<file path="src/rtl/bcdc_pkg.sv">
package bcdc_pkg;
    localparam int DIGIT_W   = 4;
    localparam int SYNC_LEN  = 2;
    localparam int RST_LEN   = 2;

    typedef enum logic [DIGIT_W-1:0] {
        DIG0 = 4'd0, DIG1 = 4'd1, DIG2 = 4'd2, DIG3 = 4'd3, DIG4 = 4'd4,
        DIG5 = 4'd5, DIG6 = 4'd6, DIG7 = 4'd7, DIG8 = 4'd8, DIG9 = 4'd9
    } digit_e;
endpackage

</file>
<file path="src/rtl/bcdc_sync.sv">
module bcdc_sync #(
    parameter int STAGES = 2
) (
    input  logic clk_i,
    input  logic d_i,
    output logic q_o
);
    logic [STAGES-1:0] chain_q;

    generate
        if (STAGES == 1) begin : g_single
            always_ff @(posedge clk_i) chain_q <= d_i;
        end else begin : g_multi
            always_ff @(posedge clk_i) chain_q <= {chain_q[STAGES-2:0], d_i};
        end
    endgenerate

    assign q_o = chain_q[STAGES-1];
endmodule

</file>
<file path="src/rtl/bcdc_rst_sync.sv">
module bcdc_rst_sync #(
    parameter int STAGES = 2
) (
    input  logic clk_i,
    input  logic arst_i,
    output logic rst_o
);
    logic [STAGES-1:0] hold_q;

    generate
        if (STAGES == 1) begin : g_single
            always_ff @(posedge clk_i or posedge arst_i) begin
                if (arst_i) hold_q <= 1'b1;
                else        hold_q <= 1'b0;
            end
        end else begin : g_multi
            always_ff @(posedge clk_i or posedge arst_i) begin
                if (arst_i) hold_q <= '1;
                else        hold_q <= {hold_q[STAGES-2:0], 1'b0};
            end
        end
    endgenerate

    assign rst_o = hold_q[STAGES-1];
endmodule

</file>
<file path="src/rtl/bcdc_edge_qual.sv">
module bcdc_edge_qual (
    input  logic clk_i,
    input  logic rise_s_i,
    input  logic fall_s_i,
    output logic step_o
);
    logic rise_prev_q;
    logic fall_prev_q;
    logic rise_evt;
    logic fall_evt;

    // History always tracks the synchronized lines, so reset release sees no stale edge.
    always_ff @(posedge clk_i) begin
        rise_prev_q <= rise_s_i;
        fall_prev_q <= fall_s_i;
    end

    always_comb begin
        rise_evt = rise_s_i & ~rise_prev_q & fall_s_i;
        fall_evt = ~fall_s_i & fall_prev_q & ~rise_s_i;
        step_o   = rise_evt | fall_evt;   // simultaneous events merge into one step
    end
endmodule

</file>
<file path="src/rtl/bcdc_gated_counter.sv">
module bcdc_gated_counter
    import bcdc_pkg::*;
(
    input  logic               clk_i,
    input  logic               mr_i,
    input  logic               rise_in_i,
    input  logic               fall_in_i,
    output logic [DIGIT_W-1:0] digit_o,
    output logic               wrap_o
);
    logic   rst_int;
    logic   rise_s;
    logic   fall_s;
    logic   step;
    logic   adv;
    digit_e state_q;
    digit_e state_d;
    logic   wrap_q;
    logic   wrap_d;

    bcdc_rst_sync #(.STAGES(RST_LEN)) u_rst (
        .clk_i (clk_i),
        .arst_i(mr_i),
        .rst_o (rst_int)
    );

    bcdc_sync #(.STAGES(SYNC_LEN)) u_sync_rise (
        .clk_i(clk_i),
        .d_i  (rise_in_i),
        .q_o  (rise_s)
    );

    bcdc_sync #(.STAGES(SYNC_LEN)) u_sync_fall (
        .clk_i(clk_i),
        .d_i  (fall_in_i),
        .q_o  (fall_s)
    );

    bcdc_edge_qual u_edge (
        .clk_i   (clk_i),
        .rise_s_i(rise_s),
        .fall_s_i(fall_s),
        .step_o  (step)
    );

    assign adv = step & ~rst_int;

    // Next-state: ADVANCE, WRAP or HOLD; CLEAR is the asynchronous reset.
    always_comb begin
        state_d = state_q;
        wrap_d  = 1'b0;
        if (adv) begin
            unique case (state_q)
                DIG0: state_d = DIG1;
                DIG1: state_d = DIG2;
                DIG2: state_d = DIG3;
                DIG3: state_d = DIG4;
                DIG4: state_d = DIG5;
                DIG5: state_d = DIG6;
                DIG6: state_d = DIG7;
                DIG7: state_d = DIG8;
                DIG8: state_d = DIG9;
                DIG9: begin
                    state_d = DIG0;
                    wrap_d  = 1'b1;
                end
                default: state_d = DIG0;   // recovery from any illegal code
            endcase
        end
    end

    // State register
    always_ff @(posedge clk_i or posedge rst_int) begin
        if (rst_int) state_q <= DIG0;
        else         state_q <= state_d;
    end

    // Output register
    always_ff @(posedge clk_i or posedge rst_int) begin
        if (rst_int) wrap_q <= 1'b0;
        else         wrap_q <= wrap_d;
    end

    assign digit_o = state_q;
    assign wrap_o  = wrap_q;
endmodule

</file>
<file path="config.mk">
export PLATFORM = sky130hd
export DESIGN_NAME = bcdc_gated_counter
export DESIGN_NICKNAME = d
export VERILOG_FILES = /design/src/rtl/bcdc_pkg.sv /design/src/rtl/bcdc_sync.sv /design/src/rtl/bcdc_rst_sync.sv /design/src/rtl/bcdc_edge_qual.sv /design/src/rtl/bcdc_gated_counter.sv
export SDC_FILE = /design/constraint.sdc
export NUM_CORES = 1
export LEC_CHECK = 0
export BUFFER_PORTS_ARGS = -buffer_cell sky130_fd_sc_hd__buf_2
export CORE_UTILIZATION = 30
export DETAILED_ROUTE_END_ITERATION = 7
export PLACE_DENSITY = 0.57
export SETUP_SLACK_MARGIN = 0.1
export SYNTH_ARGS = -nofsm -noshare
export SYNTH_HDL_FRONTEND = slang
export SYNTH_HIERARCHICAL = 1
export SYNTH_SLANG_ARGS = --single-unit
export TNS_END_PERCENT = 30
</file>
<file path="constraint.sdc">
create_clock -name clk_i -period 0.8 [get_ports clk_i]
set_input_delay 0.08 -clock clk_i [delete_from_list [all_inputs] [get_ports clk_i]]
set_output_delay 0.08 -clock clk_i [all_outputs]
set_load 0.03 [all_outputs]
</file>
==> results of run 1 <==
area by class of cell:
class | instances | area, sq um
Tap cell | 15 | 18.8
Inverter | 2 | 7.51
Clock inverter | 1 | 5.00
Timing Repair Buffer | 18 | 155
Sequential cell | 13 | 302
Fill cell | 131 | 659
Multi-Input combinational cell | 22 | 180
Clock buffer | 3 | 22.5
worst paths after layout:
kind / from / end
worst max-delay path: u_sync_fall/chain_q[1]$_DFF_P_ / digit_o[1]$_DFFE_PP0P_
worst min-delay path: u_rst/hold_q[1]$_DFF_PP1_ / digit_o[0]$_DFFE_PP0P_
worst max register to register: u_sync_fall/chain_q[1]$_DFF_P_ / digit_o[1]$_DFFE_PP0P_
worst min register to register: u_rst/hold_q[1]$_DFF_PP1_ / digit_o[0]$_DFFE_PP0P_
max in group asynchronous: mr_i / u_rst/hold_q[1]$_DFF_PP1_
min in group clk_i: u_sync_fall/chain_q[0]$_DFF_P_ / u_sync_fall/chain_q[1]$_DFF_P_
cells in the final DEF (no fill, tap or decap), drive strengths merged:
cell         count
buf             15
dfxtp            6
dfrtp            5
nand2            4
o21ai            4
clkbuf           3
dlygate4sd3      3
inv              2
dfstp            2
nor2             2
nor3             2
nand2b           1
or3b             1
nor4             1
nor2b            1
a22oi            1
o41ai            1
o21a             1
a21o             1
clkinv           1
o2bb2ai          1
conb             1
flip-flops by register name, indices dropped and copies added (netlist names):
signal / count
wrap_o: 1
u_edge/rise_prev_q: 1
u_edge/fall_prev_q: 1
u_rst/hold_q: 2
digit_o: 4
u_sync_fall/chain_q: 2
u_sync_rise/chain_q: 2
repair_timing:
| item | in CTS | in global routing |
|---|---|---|
| endpoints found under the hold margin | 4 | 0 |
| resized for setup | 12 | 6 |
| setup endpoints to repair | 10 | 10 |
| setup buffers | 0 | 1 |
| pin swaps | 2 | 1 |
| hold buffers | 3 | 0 |
per-stage QoR:
stage	cells	setup TNS (ns)	power [W]	hold slack (ns)
CTS	73	-2.79	0.00193	0.161
finish	74	-2.97	0.00200	0.152
global route	74	-3.50	0.00213	0.187
global placement	66	-1.70	0.00141	0.101
floorplan	38	-1.67	0.00118	-0.00850
detailed placement	66	-1.79	0.00141	0.108
worst reg2reg max path: cells and delay by family (launching register included):
family,cells,cell delay (ns)
DFF,1,0.33
AOI/OAI and AO/OA,2,0.25
and+or+nand+nor,3,0.58
cell families after synthesis:
kind of cell	share of synthesized area, %
AOI/OAI and AO/OA	13.3
DFF	66.1
other	0.833
and+or+nand+nor	15.6
buffers and inverters	4.17
metal layers:
metal / share of wire, % / vias to the layer above / track usage [%] / wire length (um)
li1: - / 171 / - / -
met1: 45 / 164 / 13.5 / 373
met2: 52 / 7 / 16.7 / 435
met3: 2.5 / 0 / 6.52 / 21
met4: 0 / 0 / 5.00 / 0
met5: 0 / - / 0 / 0
synth_stat cells:
cell       number
o21a_1          1
conb_1          1
nand2_1         4
buf_6           1
dfstp_2         2
nor4_1          1
nor3_1          2
o41ai_1         1
a21o_1          1
a22oi_1         1
nand2b_4        1
inv_1           2
dfrtp_1         5
dfxtp_1         6
or3b_4          1
nor2_1          2
nor2b_1         1
o21ai_1         4
o2bb2ai_1       1
where the power goes:
group	total [W]	switching (W)	internal (W)	leakage (nW)
clock network	0.000397	0.000212	0.000185	0.0177
logic	0.000745	0.000399	0.000346	0.152
registers	0.000863	0.000115	0.000749	0.133
total	0.00200	0.000726	0.00128	0.302
==> impl_metrics.csv, run 1 <==
group,metric,value,unit
clock_network,cts_tree,"built",
logic_synthesis,synth_top_area_share,27.8,%
logic_synthesis,synth_nets,42,
run,drv_cap,0,
logic_synthesis,synthTopCellsByArea,"dfrtp_1 28%, dfxtp_1 27%, dfstp_2 12%",
sta,max_freq,811,MHz
floorplan,fp.dieH,40.8,um
worst_setup_path,slowest_stage,"or3b_4",
route,route.vias.total,342,
finish,area_delta_synth_final,53.3,%
sta,hold_viol,0,
route,drc,0,
worst_setup_path,worstRegToRegCells,5,
global_routing,grt_pass1_wl,1170,um
worst_setup_path,path_class,"register to register",
logic_synthesis,syn_avg_cell_area,11.9,sq um
worst_setup_path,required,1.01,ns
worst_setup_path,worstSetupEndpointType,"register",
logic_synthesis,netlist_instances,38,
clock_network,root_buffer,"clkbuf_4",
worst_hold_path,hold_path_class,"register to asynchronous set/reset pin",
finish,final_util,51.2,%
route,avgViaCountPerCell,4.62,
logic_synthesis,syn_area,450,sq um
worst_setup_path,cpPeakStageDelay,0.39,ns
logic_synthesis,post-synth-top-area-cell,"dfrtp_1",
logic_synthesis,yosysSeqAreaShare,66.1,%
worst_setup_path,cp_max_fo,4,
floorplan,die_area,0.00166,sq mm
clock_network,numCtsBuffers,3,
sta,slew_violations,0,
worst_setup_path,path_depth,5,
worst_setup_path,rrSetupSlack,-0.43,ns
status,status,"finished, violations left",
worst_setup_path,startpoint_type,"register",
floorplan,io_pins,9,
global_routing,grt_usage,11.4,%
global_routing,grt_antenna_before_repair,0,
worst_setup_path,worstPathArrival,1.44,ns
worst_setup_path,path_cells,"nor2_2, o2bb2ai_2, nand2b_4, or3b_4, o21ai_2",
power_and_ir_drop,powerDensity,2900,mW/mm^2
power_and_ir_drop,p_leak,0.302,nW
clock_network,htreeDepth,1,
finish,stdcell_area,691,sq um
finish,antenna_cells,0,
finish,nets,64,
global_routing,grt_max_degree,9,
sta,rsz0062_at_grt,"yes",
worst_setup_path,path_buf_inv,0,
place,place.gp.congestion,0.751,
floorplan,start_util,33.4,%
route,firstDrtPassIters,2,
global_routing,gr-total-overflow,0,
place,dpl-instance-area,554,sq um
floorplan,chipWidth,40.8,um
clock_network,clkSlewWorstSetupHoldPaths,0.08,ns
place,port_buffers,8,
global_routing,first_global_vias,293,
logic_synthesis,synth.ff_latch_count,13,
route,drt-initial-drc-count,2,
floorplan,num_rows,13,
route,wirelength,831,um
sta,finalWorstSetupSlack,-0.433,ns
sta,fin_skew,0.00544,ns
clock_network,clock_latency,0.27,ns
power_and_ir_drop,ir_drop,1.29,mV
logic_synthesis,synth.distinct_cells,19,
sta,layout_min_cycle_time,1.23,ns
worst_setup_path,cpLargestDelayFamily,"simple AND/OR/NAND/NOR gates",
place,place_ws,-0.406,ns
sta,finalSetupViolCount,10,
route,wl_per_cell,11.2,um
status,failed_checks,"setup timing",
place,dp_hpwl,502,um
clock_network,numClockSinks,13,
sta,timing.final.crit_share,154,%
route,ant_nets,0,
clock_network,cts_buffer_depth,2,
finish,drive_above_1_share,57.6,%
floorplan,core_area,0.00135,sq mm
logic_synthesis,yosysWarnings,6,
Note: power is estimated with default switching activity, not from simulation.
==> run 2: changes to the inputs <==
Settings changed: ABC_AREA set to 1, MAX_ROUTING_LAYER set to met4.
==> impl_metrics.csv, run 2 <==
group,metric,value,unit
finish,antenna_cells,0,
power_and_ir_drop,ir_drop,1.24,mV
floorplan,die_area,0.00171,sq mm
sta,setup_tns,-1.76,ns
power_and_ir_drop,p_switching,0.000864,W
route,wl_per_cell,9.44,um
place,dp_hpwl,511,um
sta,finalWorstSetupSlack,-0.240,ns
logic_synthesis,post-synth-top-area-cell,"dfrtp_1",
place,dp.cells,77,
clock_network,root_buffer,"clkbuf_4",
route,ant_nets,0,
logic_synthesis,synth_top_area_share,27.0,%
worst_hold_path,hold_path_class,"register to asynchronous set/reset pin",
floorplan,core_area,0.00137,sq mm
sta,rsz0062_at_grt,"yes",
finish,final_common_cell,"nand2_1",
worst_setup_path,cp_common_cell,"nand2_2",
logic_synthesis,synth_edf_count,0,
sta,timing.final.crit_share,130,%
power_and_ir_drop,power_frac_seq,41.2,%
sta,fin_skew,0.00138,ns
power_and_ir_drop,swShare,38.3,%
worst_setup_path,cpLargestDelayFamily,"simple AND/OR/NAND/NOR gates",
worst_setup_path,slowest_stage,"dfxtp_2",
finish,final_cell_count_no_fill,85,
worst_setup_path,required,0.96,ns
logic_synthesis,netlist_instances,52,
worst_setup_path,path_buf_inv,2,
global_routing,first_global_vias,273,
worst_setup_path,path_class,"register to register",
logic_synthesis,ys_top_cells_by_count,"12 x nand2_1, 10 x inv_1, 6 x dfxtp_1, 5 x dfrtp_1, 5 x nand3_1",
clock_network,cts_buffer_depth,2,
route,avgViaCountPerCell,4.45,
place,port_buffers,8,
floorplan,start_util,34.0,%
power_and_ir_drop,combPwrFrac,41.2,%
logic_synthesis,synth.distinct_cells,12,
global_routing,grt_max_degree,9,
finish,final_cell_mix,"8 x nand2_1, 7 x inv_1, 6 x buf_6",
power_and_ir_drop,clkPwrFrac,17.6,%
power_and_ir_drop,powerDensity,3380,mW/mm^2
logic_synthesis,yosysMostFrequentCell,"nand2_1",
logic_synthesis,async_flop_share,53.8,%
logic_synthesis,synth_ff_type,"dfxtp_1",
worst_setup_path,cp_max_fo,7,
clock_network,htreeDepth,1,
clock_network,clkSlewWorstSetupHoldPaths,0.08,ns
logic_synthesis,synthTopCellsByArea,"dfrtp_1 27%, dfxtp_1 26%, dfstp_2 11%",
sta,finalSetupViolCount,10,
clock_network,numClockSinks,13,
place,place.gp.congestion,0.682,
route,route.vias.total,378,
finish,nets,75,
route,firstDrtPassIters,4,
logic_synthesis,yosysWarnings,6,
sta,slew_violations,0,
run,drv_cap,0,
finish,drive_above_1_share,50.0,%
logic_synthesis,synth_nets,56,
global_routing,gr-total-overflow,0,
worst_setup_path,worstPathArrival,1.20,ns
clock_network,numCtsBuffers,3,
route,drt-initial-drc-count,11,
power_and_ir_drop,p_leak,0.342,nW
global_routing,grt_antenna_before_repair,0,
worst_setup_path,startpoint_type,"register",
floorplan,fp.dieH,41.3,um
clock_network,clock_latency,0.27,ns
sta,hold_viol,0,
worst_setup_path,cpPeakStageDelay,0.33,ns
floorplan,chipWidth,41.3,um
sta,max_freq,962,MHz
finish,nFillCells,141,
finish,area_delta_synth_final,43.9,%
route,wirelength,802,um
power_and_ir_drop,intPower,0.00139,W
global_routing,grt_pass1_wl,1180,um
floorplan,num_rows,13,
worst_setup_path,worstSetupEndpointType,"register",
worst_setup_path,path_cells,"inv_2, nand3_2, nand2_2, inv_2, nor2_4, nand2_2, nand2_2, nor2_2",
logic_synthesis,yosysSeqAreaShare,64.2,%
logic_synthesis,synth.ff_latch_count,13,
clock_network,cts_tree,"built",
sta,layout_min_cycle_time,1.04,ns
global_routing,grt_usage,12.0,%
status,status,"finished, violations left",
route,drc,0,
logic_synthesis,syn_avg_cell_area,8.93,sq um
status,failed_checks,"setup timing",
finish,largest_reg_flops,4,
logic_synthesis,syn_area,464,sq um
floorplan,io_pins,9,
==> run 2: cell types whose count changed after synthesis, sizes merged, moves of 2 or more <==
cell | previous run | this run
a21oi | 0 | 3
inv | 2 | 11
nand2 | 4 | 12
nand3 | 0 | 5
nor2 | 2 | 5
nor3 | 2 | 0
o21ai | 4 | 2
==> run 2: cell families (layout without fill, tap and decap cells) <==
family / Yosys count / count (layout) / synth area share (%)
AO/OA/AOI/OAI: 5 / 5 / 5.39
buffers and inverters: 11 / 29 / 8.89
flip-flops: 13 / 13 / 64.2
other: 1 / 1 / 0.808
AND/OR/NAND/NOR: 22 / 22 / 20.8
==> run 2: metrics by stage <==
stage | hold WS (ns) | power, W | cell area [sq um] | util (%) | setup slack (ns)
after floorplan | -0.00850 | 0.00136 | 468 | - | -0.157
after global placement | 0.102 | 0.00160 | 542 | 39.7 | -0.238
after detailed placement | 0.110 | 0.00161 | 542 | 39.7 | -0.253
after CTS | 0.202 | 0.00221 | 644 | 47.2 | -0.242
after global routing | 0.223 | 0.00243 | 668 | 48.9 | -0.323
final | 0.191 | 0.00226 | 668 | 48.9 | -0.240
==> run 2: routing by layer <==
layer | global-route usage (%) | wire length [um]
met4 | 9.68 | 17
met2 | 13.7 | 375
met5 | - | 0
met3 | 4.79 | 23
met1 | 15.9 | 387
==> run 2: final cells by class <==
cell class                 instances  area (sq um)  area share (%)
multi-input combinational         28           151            22.7
clock buffer                       3          22.5            3.37
tap                               15          18.8            2.81
timing repair buffer              14           125            18.7
clock inverter                     1          5.00           0.749
inverter                          11          41.3            6.18
sequential                        13           304            45.5
==> run 2: timing repair <==
action / CTS / global route
setup buffers: 1 / 0
setup endpoints to repair: 10 / 10
hold buffers: 3 / 0
endpoints found under the hold margin: 4 / 0
pin swaps: 2 / 5
cloned: 0 / 0
resized for setup: 14 / 9
==> run 2: path summary, 6_finish.rpt <==
kind	from	to	slack (ns)	cells past startpoint
max	u_sync_rise/chain_q[1]$_DFF_P_	digit_o[2]$_DFFE_PP0P_	-0.24	8
min	u_rst/hold_q[1]$_DFF_PP1_	digit_o[3]$_DFFE_PP0P_	0.19	1
max reg2reg	u_sync_rise/chain_q[1]$_DFF_P_	digit_o[2]$_DFFE_PP0P_	-0.24	8
min reg2reg	u_rst/hold_q[1]$_DFF_PP1_	digit_o[3]$_DFFE_PP0P_	0.19	1
max in group asynchronous	u_rst/hold_q[1]$_DFF_PP1_	digit_o[2]$_DFFE_PP0P_	0.41	1
min in group clk_i	u_sync_rise/chain_q[0]$_DFF_P_	u_sync_rise/chain_q[1]$_DFF_P_	0.33	0
==> run 2: power groups by stage <==
stage          clock [W]  combinational (W)  sequential, W
3_5_place_dp           0           0.000678       0.000929
3_3_place_gp           0           0.000670       0.000930
4_1_cts         0.000417           0.000868       0.000921
2_1_floorplan          0           0.000242        0.00112
6_report        0.000396           0.000929       0.000930
5_1_grt         0.000454            0.00102       0.000948
==> run 3: changes to the inputs <==
Settings changed: CELL_PAD_IN_SITES_DETAIL_PLACEMENT set to 1, CELL_PAD_IN_SITES_GLOBAL_PLACEMENT set to 2, CORE_UTILIZATION 30 to 29, PLACE_DENSITY 0.57 to 0.79.
==> impl_metrics.csv, run 3 (synthesized netlist as in run 2, its figures left out) <==
group,metric,value,unit
worst_setup_path,path_class,"register to register",
run,drv_cap,0,
sta,fin_skew,0.00242,ns
worst_setup_path,slowest_stage,"dfxtp_2",
worst_setup_path,startpoint_type,"register",
place,dp.cells,79,
place,dp_hpwl,618,um
route,wl_per_cell,9.91,um
clock_network,numCtsBuffers,3,
clock_network,cts_buffer_depth,2,
sta,max_freq,965,MHz
finish,final_common_cell,"nand2_1",
route,ant_nets,0,
global_routing,first_global_vias,387,
status,status,"finished, violations left",
clock_network,cts_tree,"built",
floorplan,chipWidth,42.0,um
finish,largest_reg_flops,4,
floorplan,core_area,0.00151,sq mm
worst_setup_path,worstSetupEndpointType,"register",
worst_setup_path,required,0.97,ns
floorplan,io_pins,9,
worst_setup_path,worstPathArrival,1.21,ns
global_routing,grt_usage,12.5,%
worst_hold_path,hold_path_class,"register to asynchronous set/reset pin",
floorplan,start_util,30.8,%
place,place.gp.congestion,0.722,
route,drt-initial-drc-count,3,
global_routing,grt_antenna_before_repair,0,
status,failed_checks,"setup timing",
sta,slew_violations,0,
worst_setup_path,cpPeakStageDelay,0.34,ns
route,wirelength,862,um
worst_setup_path,path_cells,"inv_2, nand3_2, nand2_2, inv_2, nor2_4, nand2_2, nand2_1, a21oi_1",
global_routing,grt_pass1_wl,1590,um
sta,layout_min_cycle_time,1.04,ns
power_and_ir_drop,p_leak,0.345,nW
sta,hold_slack,0.196,ns
floorplan,die_area,0.00176,sq mm
sta,timing.final.crit_share,130,%
route,avgViaCountPerCell,4.38,
clock_network,clkSlewWorstSetupHoldPaths,0.08,ns
global_routing,grt_max_degree,9,
finish,nets,76,
clock_network,root_buffer,"clkbuf_4",
floorplan,num_rows,14,
sta,finalWorstSetupSlack,-0.236,ns
finish,area_delta_synth_final,45.8,%
route,route.vias.total,381,
power_and_ir_drop,powerDensity,3330,mW/mm^2
sta,hold_viol,0,
finish,drive_above_1_share,53.5,%
sta,finalSetupViolCount,10,
worst_setup_path,cp_max_fo,7,
route,drc,0,
place,port_buffers,8,
clock_network,numClockSinks,13,
route,firstDrtPassIters,4,
clock_network,htreeDepth,1,
worst_setup_path,worstRegToRegCells,8,
finish,antenna_cells,0,
sta,rsz0062_at_grt,"yes",
finish,final_cell_count_no_fill,87,
finish,final_cell_mix,"8 x nand2_1, 6 x inv_1, 5 x inv_2, 5 x buf_6",
clock_network,clock_latency,0.28,ns
floorplan,fp.dieH,42.0,um
global_routing,gr-total-overflow,0,
power_and_ir_drop,ir_drop,1.25,mV
[run 3: layout make-up]
| cell class | instances | area (sq um) |
|---|---|---|
| inverters | 11 | 41.3 |
| clock buffers | 3 | 22.5 |
| fillers | 183 | 830 |
| well taps | 16 | 20.0 |
| flip-flops and latches | 13 | 305 |
| repair buffers | 15 | 129 |
| clock inverters | 1 | 5.00 |
| multi-input cells | 28 | 154 |
[run 3: worst paths after layout]
path | start | end | slack, ns
worst min register to register | u_rst/hold_q[1]$_DFF_PP1_ | wrap_o$_DFF_PP0_ | 0.20
max in group asynchronous | u_rst/hold_q[1]$_DFF_PP1_ | digit_o[3]$_DFFE_PP0P_ | 0.40
worst max-delay path | u_sync_rise/chain_q[1]$_DFF_P_ | digit_o[1]$_DFFE_PP0P_ | -0.24
worst max register to register | u_sync_rise/chain_q[1]$_DFF_P_ | digit_o[1]$_DFFE_PP0P_ | -0.24
min in group clk_i | u_sync_rise/chain_q[0]$_DFF_P_ | u_sync_rise/chain_q[1]$_DFF_P_ | 0.33
worst min-delay path | u_rst/hold_q[1]$_DFF_PP1_ | wrap_o$_DFF_PP0_ | 0.20
[run 3: stage by stage]
step | worst slack [ns] | setup TNS [ns] | util, % | total power [W] | cell area [sq um]
CTS | -0.260 | -2.02 | 43.7 | 0.00225 | 658
floorplan | -0.157 | -0.637 | - | 0.00136 | 468
global route | -0.347 | -2.56 | 44.9 | 0.00241 | 677
detailed placement | -0.253 | -1.07 | 36.5 | 0.00164 | 551
global placement | -0.219 | -0.949 | 36.5 | 0.00162 | 551
finish | -0.236 | -1.87 | 44.9 | 0.00225 | 677
[run 3: per-layer routing]
metal,track usage (%),part of all wire [%]
met5,-,0
met4,9.38,3.9
met3,2.59,2.8
met2,17.5,47
met1,15.8,46
[run 3: critical path, delay by kind of cell, from the launching register on]
family | cells | cell delay [ns]
AOI/OAI and AO/OA | 1 | 0.04
and+or+nand+nor | 5 | 0.47
buffers and inverters | 2 | 0.09
DFF | 1 | 0.34
[run 3: timing repair]
action | CTS | global route
pin swaps | 1 | 5
setup endpoints to repair | 10 | 10
setup buffers | 1 | 0
hold buffers | 3 | 0
gates cloned | 0 | 0
endpoints found under the hold margin | 4 | 0
resized for setup | 18 | 6
[run 3: power breakdown]
group	total, W	leakage, nW	internal [W]	switching, W
clock network	0.000408	0.0177	0.000185	0.000223
logic	0.000917	0.199	0.000402	0.000515
registers	0.000928	0.129	0.000796	0.000131
